### config.mk
export PLATFORM = sky130hd
export DESIGN_NAME = vga_timing_gen
export DESIGN_NICKNAME = d
export VERILOG_FILES = /design/src/rtl/vga_tim_pkg.sv /design/src/rtl/vga_pix_tick.sv /design/src/rtl/vga_axis_cnt.sv /design/src/rtl/vga_timing_gen.sv
export SDC_FILE = /design/constraint.sdc
export NUM_CORES = 1
export LEC_CHECK = 0
export ABC_AREA = 1
export CAP_MARGIN = 20
export CELL_PAD_IN_SITES_DETAIL_PLACEMENT = 1
export CELL_PAD_IN_SITES_GLOBAL_PLACEMENT = 1
export CORE_MARGIN = 5
export CORE_UTILIZATION = 35
export CTS_CLUSTER_DIAMETER = 60
export DETAILED_ROUTE_END_ITERATION = 10
export GPL_ROUTABILITY_DRIVEN = 0
export PLACE_DENSITY = 0.78
export SYNTH_ARGS = -nofsm -noshare
export SYNTH_HDL_FRONTEND = slang
export SYNTH_HIERARCHICAL = 1
export SYNTH_SLANG_ARGS = --single-unit
### constraint.sdc
create_clock -name clk_i -period 2.15 [get_ports clk_i]
set_input_delay 0.43 -clock clk_i [delete_from_list [all_inputs] [get_ports clk_i]]
set_output_delay 0.43 -clock clk_i [all_outputs]
set_load 0.05 [all_outputs]
### src/rtl/vga_tim_pkg.sv
package vga_tim_pkg;
  localparam int unsigned H_ACTIVE_D = 640;
  localparam int unsigned H_FRONT_D  = 16;
  localparam int unsigned H_PULSE_D  = 96;
  localparam int unsigned H_BACK_D   = 48;
  localparam int unsigned V_ACTIVE_D = 480;
  localparam int unsigned V_FRONT_D  = 10;
  localparam int unsigned V_PULSE_D  = 2;
  localparam int unsigned V_BACK_D   = 33;
  localparam int unsigned COORD_W_D  = 10;
  localparam int unsigned RGB_W      = 3;

  typedef struct packed {
    logic r;
    logic g;
    logic b;
  } rgb_t;
endpackage

### src/rtl/vga_pix_tick.sv
module vga_pix_tick (
  input  logic clk_i,
  input  logic rst_ni,
  output logic tick_o
);
  logic tick_q;

  always_ff @(posedge clk_i or negedge rst_ni) begin
    if (!rst_ni) tick_q <= 1'b0;
    else         tick_q <= ~tick_q;
  end

  assign tick_o = tick_q;

  AST_TICK_FALL: assert property (@(posedge clk_i) disable iff (!rst_ni)
    tick_o |=> !tick_o);
  AST_TICK_RISE: assert property (@(posedge clk_i) disable iff (!rst_ni)
    !tick_o |=> tick_o);
endmodule

### src/rtl/vga_axis_cnt.sv
module vga_axis_cnt #(
  parameter int unsigned ACTIVE = 640,
  parameter int unsigned FRONT  = 16,
  parameter int unsigned PULSE  = 96,
  parameter int unsigned BACK   = 48,
  parameter int unsigned W      = 10
) (
  input  logic         clk_i,
  input  logic         rst_ni,
  input  logic         step_i,
  output logic [W-1:0] cnt_o,
  output logic         wrap_o,
  output logic         vis_o,
  output logic         sync_no
);
  localparam int unsigned TOTAL    = ACTIVE + FRONT + PULSE + BACK;
  localparam logic [W-1:0] LAST    = W'(TOTAL - 1);
  localparam logic [W-1:0] SYNC_LO = W'(ACTIVE + FRONT);
  localparam logic [W-1:0] SYNC_HI = W'(ACTIVE + FRONT + PULSE - 1);
  localparam logic [W-1:0] ACT_W   = W'(ACTIVE);

  logic [W-1:0] cnt_q, cnt_d;
  logic         sync_q;

  assign wrap_o = step_i && (cnt_q == LAST);

  always_comb begin
    cnt_d = cnt_q;
    if (step_i) cnt_d = (cnt_q == LAST) ? '0 : cnt_q + W'(1);
  end

  // sync decoded from the next count so it stays aligned with cnt_o
  always_ff @(posedge clk_i or negedge rst_ni) begin
    if (!rst_ni) begin
      cnt_q  <= '0;
      sync_q <= 1'b1;
    end else begin
      cnt_q  <= cnt_d;
      sync_q <= !((cnt_d >= SYNC_LO) && (cnt_d <= SYNC_HI));
    end
  end

  assign cnt_o   = cnt_q;
  assign vis_o   = cnt_q < ACT_W;
  assign sync_no = sync_q;

  AST_CNT_HOLD: assert property (@(posedge clk_i) disable iff (!rst_ni)
    !step_i |=> $stable(cnt_q));
  AST_CNT_WRAP: assert property (@(posedge clk_i) disable iff (!rst_ni)
    wrap_o |=> (cnt_q == '0));
  AST_CNT_STEP: assert property (@(posedge clk_i) disable iff (!rst_ni)
    (step_i && cnt_q != LAST) |=> (cnt_q == $past(cnt_q) + W'(1)));
  AST_SYNC_WIN: assert property (@(posedge clk_i) disable iff (!rst_ni)
    sync_no == !((cnt_q >= SYNC_LO) && (cnt_q <= SYNC_HI)));
endmodule

### src/rtl/vga_timing_gen.sv
module vga_timing_gen
  import vga_tim_pkg::*;
#(
  parameter int unsigned H_ACTIVE = H_ACTIVE_D,
  parameter int unsigned H_FRONT  = H_FRONT_D,
  parameter int unsigned H_PULSE  = H_PULSE_D,
  parameter int unsigned H_BACK   = H_BACK_D,
  parameter int unsigned V_ACTIVE = V_ACTIVE_D,
  parameter int unsigned V_FRONT  = V_FRONT_D,
  parameter int unsigned V_PULSE  = V_PULSE_D,
  parameter int unsigned V_BACK   = V_BACK_D,
  parameter int unsigned COORD_W  = COORD_W_D
) (
  input  logic               clk_i,
  input  logic               rst_ni,
  input  logic [RGB_W-1:0]   rgb_i,
  output logic               pix_tick_o,
  output logic               hsync_o,
  output logic               vsync_o,
  output logic               disp_en_o,
  output logic [COORD_W-1:0] pixel_x_o,
  output logic [COORD_W-1:0] pixel_y_o,
  output logic [RGB_W-1:0]   rgb_o
);
  logic tick, h_wrap, v_wrap, h_vis, v_vis;
  rgb_t rgb_in, rgb_out;

  vga_pix_tick u_tick (
    .clk_i  (clk_i),
    .rst_ni (rst_ni),
    .tick_o (tick)
  );

  vga_axis_cnt #(
    .ACTIVE (H_ACTIVE), .FRONT (H_FRONT), .PULSE (H_PULSE), .BACK (H_BACK), .W (COORD_W)
  ) u_h_cnt (
    .clk_i   (clk_i),
    .rst_ni  (rst_ni),
    .step_i  (tick),
    .cnt_o   (pixel_x_o),
    .wrap_o  (h_wrap),
    .vis_o   (h_vis),
    .sync_no (hsync_o)
  );

  vga_axis_cnt #(
    .ACTIVE (V_ACTIVE), .FRONT (V_FRONT), .PULSE (V_PULSE), .BACK (V_BACK), .W (COORD_W)
  ) u_v_cnt (
    .clk_i   (clk_i),
    .rst_ni  (rst_ni),
    .step_i  (h_wrap),
    .cnt_o   (pixel_y_o),
    .wrap_o  (v_wrap),
    .vis_o   (v_vis),
    .sync_no (vsync_o)
  );

  assign pix_tick_o = tick;
  assign disp_en_o  = h_vis && v_vis;
  assign rgb_in     = rgb_t'(rgb_i);
  assign rgb_out    = disp_en_o ? rgb_in : '0;
  assign rgb_o      = rgb_out;

  AST_RGB_BLANK: assert property (@(posedge clk_i) disable iff (!rst_ni)
    !disp_en_o |-> (rgb_o == '0));
  AST_Y_ONLY_ON_WRAP: assert property (@(posedge clk_i) disable iff (!rst_ni)
    !h_wrap |=> $stable(pixel_y_o));
  AST_FRAME_WRAP: assert property (@(posedge clk_i) disable iff (!rst_ni)
    v_wrap |=> (pixel_x_o == '0 && pixel_y_o == '0));
endmodule

* Yosys cells after proc, flatten, opt, wreduce, memory -nomap -nowiden *
Cells that the tools add are included.

cells by class
  add/sub/neg operators = 2
  order comparisons = 6
  equal/unequal tests = 2
  multiplexer cells = 5
  bitwise logic cells = 1
  reductions and logical operators = 6

operator list
  cell                     number
  $mux W10                 4
  $add A10 B1 Y10 const B  2
  $eq A10 B10 Y1 const B   2
  $ge A10 B10 Y1 const B   1
  $ge A10 B9 Y1 const B    1
  $le A10 B10 Y1 const B   1
  $le A10 B9 Y1 const B    1
  $lt A10 B10 Y1 const B   1
  $lt A10 B9 Y1 const B    1
  $logic_and A1 B1 Y1      4
  $mux W3                  1
  $logic_not A1 Y1         2
  $not A1 Y1               1

word-level totals
  register bits after elaboration = 23
  bits of input ports = 5
  logic and storage cells = 27

* Depth between registers and ports, before layout *
Gate-level depths: netlist of the first run.

  word-level depth = 6
  depth in mapped cells = 14
  depth with buffers taken out = 14

* Hierarchy *
Netlist of the first run, hierarchy kept.

modules (own cells, without submodules)
  module                  instances  cells an instance  area each (sq um)
  vga_axis_cnt (u_v_cnt)  1          95                 676.9
  vga_axis_cnt (u_h_cnt)  1          88                 675.6
  vga_timing_gen          1          8                  32.5
  vga_pix_tick            1          2                  28.8

* Least setup slack after synthesis of the first run *
OpenSTA, ideal clock, no wires.

  kind = reg-to-reg
  start point = register u_h_cnt.cnt_q[0] (netlist: u_h_cnt/cnt_o[0])
  end point = register u_v_cnt.sync_q (netlist: u_v_cnt/sync_no)
  library setup time = 0.078 ns
  arrival time = 2.160 ns
  path slack = -0.088 ns
  cell stages (with the launch flop) = 12
  buffers on the path = 0
  clock period less this slack = 2.238 ns
  cells stage by stage = dfrtp_1 -> ha_1 -> nand2_2 -> nor2_2 -> nand4_2 -> inv_1 -> nand2_1 -> nor2_4 -> nand2_2 -> xor2_1 -> nor3_2 -> nand2_1

on the way
  cells in the longest elaborated chain, start to end = 6
  elaborated cells between the ends (all ways) = 7

RTL lines
  item                                                   line                  text
  from (decl)                                            vga_axis_cnt.sv:22    logic [W-1:0] cnt_q, cnt_d;
  from (signal assigned)                                 vga_axis_cnt.sv:38    cnt_q <= cnt_d;
  $eq A10 B10 Y1 *                                       vga_axis_cnt.sv:25    assign wrap_o = step_i && (cnt_q == LAST);
  $logic_and A1 B1 Y1 *                                  vga_axis_cnt.sv:25
  net h_wrap                                             vga_timing_gen.sv:25  logic tick, h_wrap, v_wrap, h_vis, v_vis;
  $mux W10 *                                             vga_axis_cnt.sv:29    if (step_i) cnt_d = (cnt_q == LAST) ? '0 : cnt_q + W'(1);
  $ge A10 B9 Y1 / $le A10 B9 Y1 (equally long branches)  vga_axis_cnt.sv:39    sync_q <= !((cnt_d >= SYNC_LO) && (cnt_d <= SYNC_HI));
  $logic_and A1 B1 Y1 *                                  vga_axis_cnt.sv:39
  $logic_not A1 Y1 *                                     vga_axis_cnt.sv:39
  to (signal assigned)                                   vga_axis_cnt.sv:39
  to (decl)                                              vga_axis_cnt.sv:23    logic sync_q;

The timed path passes the listed nets; every way through them passes the cells marked *.

* Final worst setup path of the first run *
  start point = register u_v_cnt.cnt_q[4] (netlist: u_v_cnt/cnt_o[4])
  end point = output port pixel_y_o[4]

RTL lines
  item                    line                  text
  from (decl)             vga_axis_cnt.sv:22
  from (signal assigned)  vga_axis_cnt.sv:38
  to (decl)               vga_timing_gen.sv:22  output logic [COORD_W-1:0] pixel_y_o,

No word-level cell between the ends.

==> impl_metrics.ini, run 1 <==
[worst_setup_path]
path_buf_inv = 1
crit_chain = clkdlybuf4s50_1
cp_max_fo = 9
arrival_ns = 1.64
start_kind = flip-flop
crit_path_top_delay_cell = clkdlybuf4s50_1
critPathMaxStageDelay_ns = 0.86
crit_type = flip-flop to output port
cp.required_ns = 1.72
crit_family = buffers and inverters
worstSetupEndpointType = output port

[drt]
firstDrtPassIters = 4
routedWlPerCell_um = 12.54
via_count = 1274
drt_iter0_markers = 35
vias_per_cell = 4.550
post-route-drc-count = 0
ant_nets = 0
drt_wl_total_um = 3512

[logic_synthesis]
synth_cells = 193
synth_nets = 201
synth_adder_area_share_pct = 2.655
synth-seq-area-share_pct = 40.88
ys_types = 22
syn_area_um2 = 1414
synthXorXnorAreaFrac_pct = 3.097
synth-seq-cells = 23
synth_simple_gate_area_share_pct = 38.76
ys_warn_count = 6
synth_area_per_cell_um2 = 7.326
synth_mux_area_share_pct = 0
synth_top_family_by_area = simple AND/OR/NAND/NOR gates
synth-compound-area-share_pct = 2.832

[timing]
final-setup-viol-count = 0
final.period_utilization_pct = 96.49
clock_skew_ns = 0.005574
rsz0062_at_grt = no
tightestPinTransition_ns = 0.5077
setup_slack_ns = 0.07543
setup_tns_ns = 0
max_freq_mhz = 482.0
hold_viol = 0
max-slew-margin-rel_pct = 66.05
fin_crit_ns = 2.075
finalMaxSlewViolations = 0

[layout]
syn2layout_area_growth_pct = 33.72
n_fill_cell = 509
nets = 239
drive_above_1_share_pct = 17.83
final_util_pct = 47.61
insertedDiodeCount = 0
fin_cells = 280

[clock_network]
clockBufferDepth = 2
cts_setup_buffers = 0
cts_tree = yes
cts_root_buffer = clkbuf_8
cts_sinks = 23
cts_max_level = 1
path_clk_slew_ns = 0.09
cts_buffers = 3
clock_latency_ns = 0.27

[global_routing]
grt-ovfl-total = 0
grt_pass1_vias = 1305
antenna_found_initial = 0
grt_max_degree = 24
grt_pass1_wl_um = 6016
grt.total_usage_pct = 14.38

[hold_path]
hp-class = primary input to asynchronous set/reset pin

[job]
max-cap-violations = 0

[floorplan]
initial_core_util_pct = 35.60
die_w_um = 73.56
die-area_um2 = 5410
die_h_um = 73.56
core_area_um2 = 3971
pin_count = 32
rows = 23

[placed_design]
place_inst = 276
pre_cts_slack_ns = 0.1927
hpwl_um = 2838
port_buffers = 31

[power_and_ir_drop]
powerDensity_nw_per_um2 = 399.6
ir_drop_v = 0.0002008
leakagePower_nw = 0.9292
power_mw = 0.7554

[run_status]
outcome = complete, no violations
## final timing paths
kind / startpoint / endpoint / slack [ns] / cells after the start
worst max-delay path: u_v_cnt/cnt_o[4]$_DFF_PN0_ / pixel_y_o[4] / 0.08 / 1
worst min-delay path: rst_ni / u_h_cnt/cnt_o[4]$_DFF_PN0_ / 0.51 / 2
worst max register to register: u_h_cnt/cnt_o[0]$_DFF_PN0_ / u_v_cnt/sync_no$_DFF_PN1_ / 0.23 / 12
worst min register to register: u_h_cnt/cnt_o[1]$_DFF_PN0_ / u_h_cnt/cnt_o[1]$_DFF_PN0_ / 0.60 / 2
max in group asynchronous: rst_ni / u_v_cnt/sync_no$_DFF_PN1_ / 1.34 / 2
min in group clk_i: u_h_cnt/cnt_o[1]$_DFF_PN0_ / u_h_cnt/cnt_o[1]$_DFF_PN0_ / 0.60 / 2
## flip-flops by register name, indices dropped and copies added (netlist names)
register and cells:
u_h_cnt/cnt_o 10, u_h_cnt/sync_no 1, u_tick/tick_o 1, u_v_cnt/sync_no 1, u_v_cnt/cnt_o 10
## cell usage after synthesis
library cell / number / area share (%)
nand2_1: 46 / 12
inv_1: 38 / 10
nor2_1: 24 / 6.4
dfrtp_1: 21 / 37
nand3_1: 16 / 5.7
nand2_2: 6 / 2.7
o21ai_0: 6 / 2.1
inv_2: 5 / 1.3
nand4_1: 5 / 2.2
nor2_4: 4 / 3.2
xor2_1: 4 / 2.5
ha_1: 3 / 2.7
nand3_2: 3 / 2.1
nor2_2: 3 / 1.3
dfstp_2: 2 / 3.7
a21oi_1: 1 / 0.35
buf_2: 1 / 0.35
nand4_2: 1 / 0.88
nor2_8: 1 / 1.4
nor3_2: 1 / 0.71
o21ai_1: 1 / 0.35
xnor2_1: 1 / 0.62
## cells by family (layout without fill, tap and decap cells)
group                      count (synthesis)  count (layout)
adders and majority gates                  3               3
and+or+nand+nor                          110             110
AOI/OAI and AO/OA                          8               8
xor gates and xnor gates                   5               5
DFF                                       23              23
buffers and inverters                     44              81
## report_power, final
part	internal [mW]	switching [mW]
clock network	0.130	0.150
registers	0.432	0
logic	0.0194	0.0242
total	0.581	0.174
## area by class of cell
cell class	instances	area, µm²	share of cell area (%)
Timing Repair Buffer	34	370.4	19.59
Clock inverter	1	5.005	0.2647
Inverter	43	161.4	8.537
Tap cell	50	62.56	3.309
Clock buffer	3	41.29	2.184
Sequential cell	23	580.6	30.71
Multi-Input combinational cell	126	669.4	35.41
## metrics by stage
| stage | instance area, µm² | hold WS, ns |
|---|---|---|
| after global placement | 1844 | 0.5667 |
| after floorplan | 1416 | 0.1344 |
| after CTS | 1891 | 0.5207 |
| after detailed placement | 1844 | 0.5836 |
| final | 1891 | 0.5113 |
| after global routing | 1891 | 0.5438 |
## per-layer routing
metal  wire length (µm)  global-route usage, %
met4                 36                  4.829
met5                  0                      0
met2               1621                  23.23
met3                116                  2.052
met1               1738                  19.64
## what timing repair did
item,4_1_cts,5_1_grt
endpoints found under the hold margin,0,0
setup endpoints to repair,0,1
hold buffers,0,0
resized for setup,0,1
## placed cells by master, fill, tap and decap left out, drive strengths merged
master / instances
nand4: 6
nor3: 1
nor2: 32
buf: 8
o21ai: 7
nand3: 19
a21oi: 1
clkinv: 1
clkbuf: 3
dfstp: 2
clkdlybuf4s50: 26
inv: 43
dfrtp: 21
nand2: 52
xnor2: 1
ha: 3
xor2: 4
Power figures use the tool's default switching activity.
==> run 2: changes to the inputs <==
PLACE_DENSITY = 0.79   (was 0.78)
SYNTH_HIERARCHICAL = default   (was 1)
clock period = 2.3 ns   (was 2.15 ns; I/O delays follow)
==> impl_metrics.ini, run 2 <==
[run_status]
outcome = complete, no violations

[global_routing]
grt_max_degree = 24
grt-ovfl-total = 0
grt.total_usage_pct = 16.09
antenna_found_initial = 0
grt_pass1_vias = 1458
grt_pass1_wl_um = 6658

[logic_synthesis]
syn_area_um2 = 1404
ys_warn_count = 0
synth_area_per_cell_um2 = 6.984
synth_nets = 209
synth-seq-cells = 23
ys_types = 23
ys.flop_type = dfrtp_1
synth_edf_count = 0
synth_common_cells = 47 x nand2_1, 36 x inv_1, 30 x nor2_1, 26 x nand3_1, 21 x dfrtp_1
async_reset_ff_share_pct = 100.0
synth_area_leaders = dfrtp_1 37%, nand2_1 13%, inv_1 9.6%
synth.most_common_cell = nand2_1
synth_top_area_share_pct = 37.43
synth-seq-area-share_pct = 41.18
synth_cells = 201
yosysTopAreaCell = dfrtp_1

[drt]
ant_nets = 0
routedWlPerCell_um = 13.59
post-route-drc-count = 0
vias_per_cell = 4.741
drt_iter0_markers = 58
via_count = 1356
drt_wl_total_um = 3887
firstDrtPassIters = 4

[worst_setup_path]
crit_chain = clkdlybuf4s50_1
crit_family = buffers and inverters
start_kind = flip-flop
worstSetupEndpointType = output port
cp.required_ns = 1.84
crit_type = flip-flop to output port
arrival_ns = 1.67
crit_path_top_delay_cell = clkdlybuf4s50_1
cp_max_fo = 10
critPathMaxStageDelay_ns = 0.87
path_buf_inv = 1

[placed_design]
pre_cts_slack_ns = 0.4611
hpwl_um = 3130
port_buffers = 31

[timing]
max_freq_mhz = 469.2
setup_slack_ns = 0.1686
fin_crit_ns = 2.131
rsz0062_at_grt = no
tightestPinTransition_ns = 0.5042
clock_skew_ns = 0.001827
max-slew-margin-rel_pct = 66.28
finalMaxSlewViolations = 0
hold_viol = 0
setup_tns_ns = 0
whs_ns = 0.5400
final-setup-viol-count = 0
final.period_utilization_pct = 92.67

[clock_network]
cts_buffers = 3
cts_tree = yes
cts_resized = 0
clock_latency_ns = 0.26
cts_max_level = 1
cts_root_buffer = clkbuf_8
cts_hold_buf = 0
cts_setup_buffers = 0
cts_sinks = 23
clockBufferDepth = 2
path_clk_slew_ns = 0.08

[floorplan]
initial_core_util_pct = 35.61
die-area_um2 = 5377
die_w_um = 73.33
rows = 23
pin_count = 32
core_area_um2 = 3943
die_h_um = 73.33

[power_and_ir_drop]
leakagePower_nw = 0.9226
power_mw = 0.6937
powerDensity_nw_per_um2 = 375.9
ir_drop_v = 0.0002510

[layout]
nets = 245
insertedDiodeCount = 0
final_cell_mix = 47 x nand2_1, 36 x inv_1, 30 x nor2_1
syn2layout_area_growth_pct = 31.46
drive_above_1_share_pct = 9.746
n_fill_cell = 507
final_common_cell = nand2_1

[hold_path]
hp-class = primary input to asynchronous set/reset pin

[job]
max-cap-violations = 0
## run 2: changes by cell type after synthesis, sizes merged, moves of 2 or more
cell | previous run | this run
xor2 | 4 | 2
o21ai | 7 | 11
nand3 | 19 | 27
nand4 | 6 | 4
inv | 43 | 37
nor3 | 1 | 3
## run 2: through the flow
stage,instances,cell area [µm²],util [%]
after floorplan,201,1404,-
after global placement,282,1800,45.67
after detailed placement,282,1800,45.67
after CTS,286,1846,46.81
after global routing,286,1846,46.81
final,286,1846,46.81
## run 2: final cells by class
type / instances / area [µm²] / share of cell area (%)
Clock buffer: 4 / 45.04 / 2.441
Multi-Input combinational cell: 138 / 664.4 / 36.00
Timing Repair Buffer: 33 / 352.8 / 19.12
Tap cell: 50 / 62.56 / 3.390
Sequential cell: 23 / 578.1 / 31.32
Inverter: 38 / 142.6 / 7.729
## run 2: path summary, 6_finish.rpt
path	endpoint	cells past startpoint	start	slack (ns)
setup / recovery	pix_tick_o	1	u_tick.tick_o$_DFF_PN0_	0.17
hold / removal	u_h_cnt.cnt_o[4]$_DFF_PN0_	2	rst_ni	0.54
setup reg to reg	u_v_cnt.sync_no$_DFF_PN1_	12	u_h_cnt.cnt_o[0]$_DFF_PN0_	0.50
hold reg to reg	u_h_cnt.cnt_o[1]$_DFF_PN0_	2	u_h_cnt.cnt_o[1]$_DFF_PN0_	0.56
max in group asynchronous	u_v_cnt.sync_no$_DFF_PN1_	2	rst_ni	1.48
min in group clk_i	u_h_cnt.cnt_o[1]$_DFF_PN0_	2	u_h_cnt.cnt_o[1]$_DFF_PN0_	0.56
## run 2: cells by family after synthesis
family	after synthesis	share of synthesized area [%]
AO/OA/AOI/OAI	14	5.348
XOR/XNOR	2	1.248
adder cells (fa/ha/maj)	3	2.674
buffers and inverters	40	11.50
flip-flops	23	41.18
AND/OR/NAND/NOR	119	38.06
## run 2: per-layer routing
metal	routed length [µm]	share of wire (%)	up-vias	track usage (%)
met5	0	0	-	0
met4	34	0.87	0	3.622
met3	132	3.4	4	1.915
met2	1840	47	21	26.91
met1	1880	48	634	22.27
li1	-	-	697	-
## run 2: worst reg2reg max path, cell delays in order, from the launching register on
cell,delay [ns]
dfrtp_1,0.42
ha_1,0.25
inv_1,0.10
nor2_4,0.06
nand2_2,0.05
nor2_2,0.03
buf_4,0.17
inv_1,0.18
nor2_1,0.09
nor2_1,0.15
nand2_1,0.06
nor2_1,0.12
nand2_1,0.07
## run 2: where the power goes
part	switching, mW	internal, mW
Sequential	0	0.404
Combinational	0.0222	0.0181
Clock	0.126	0.124
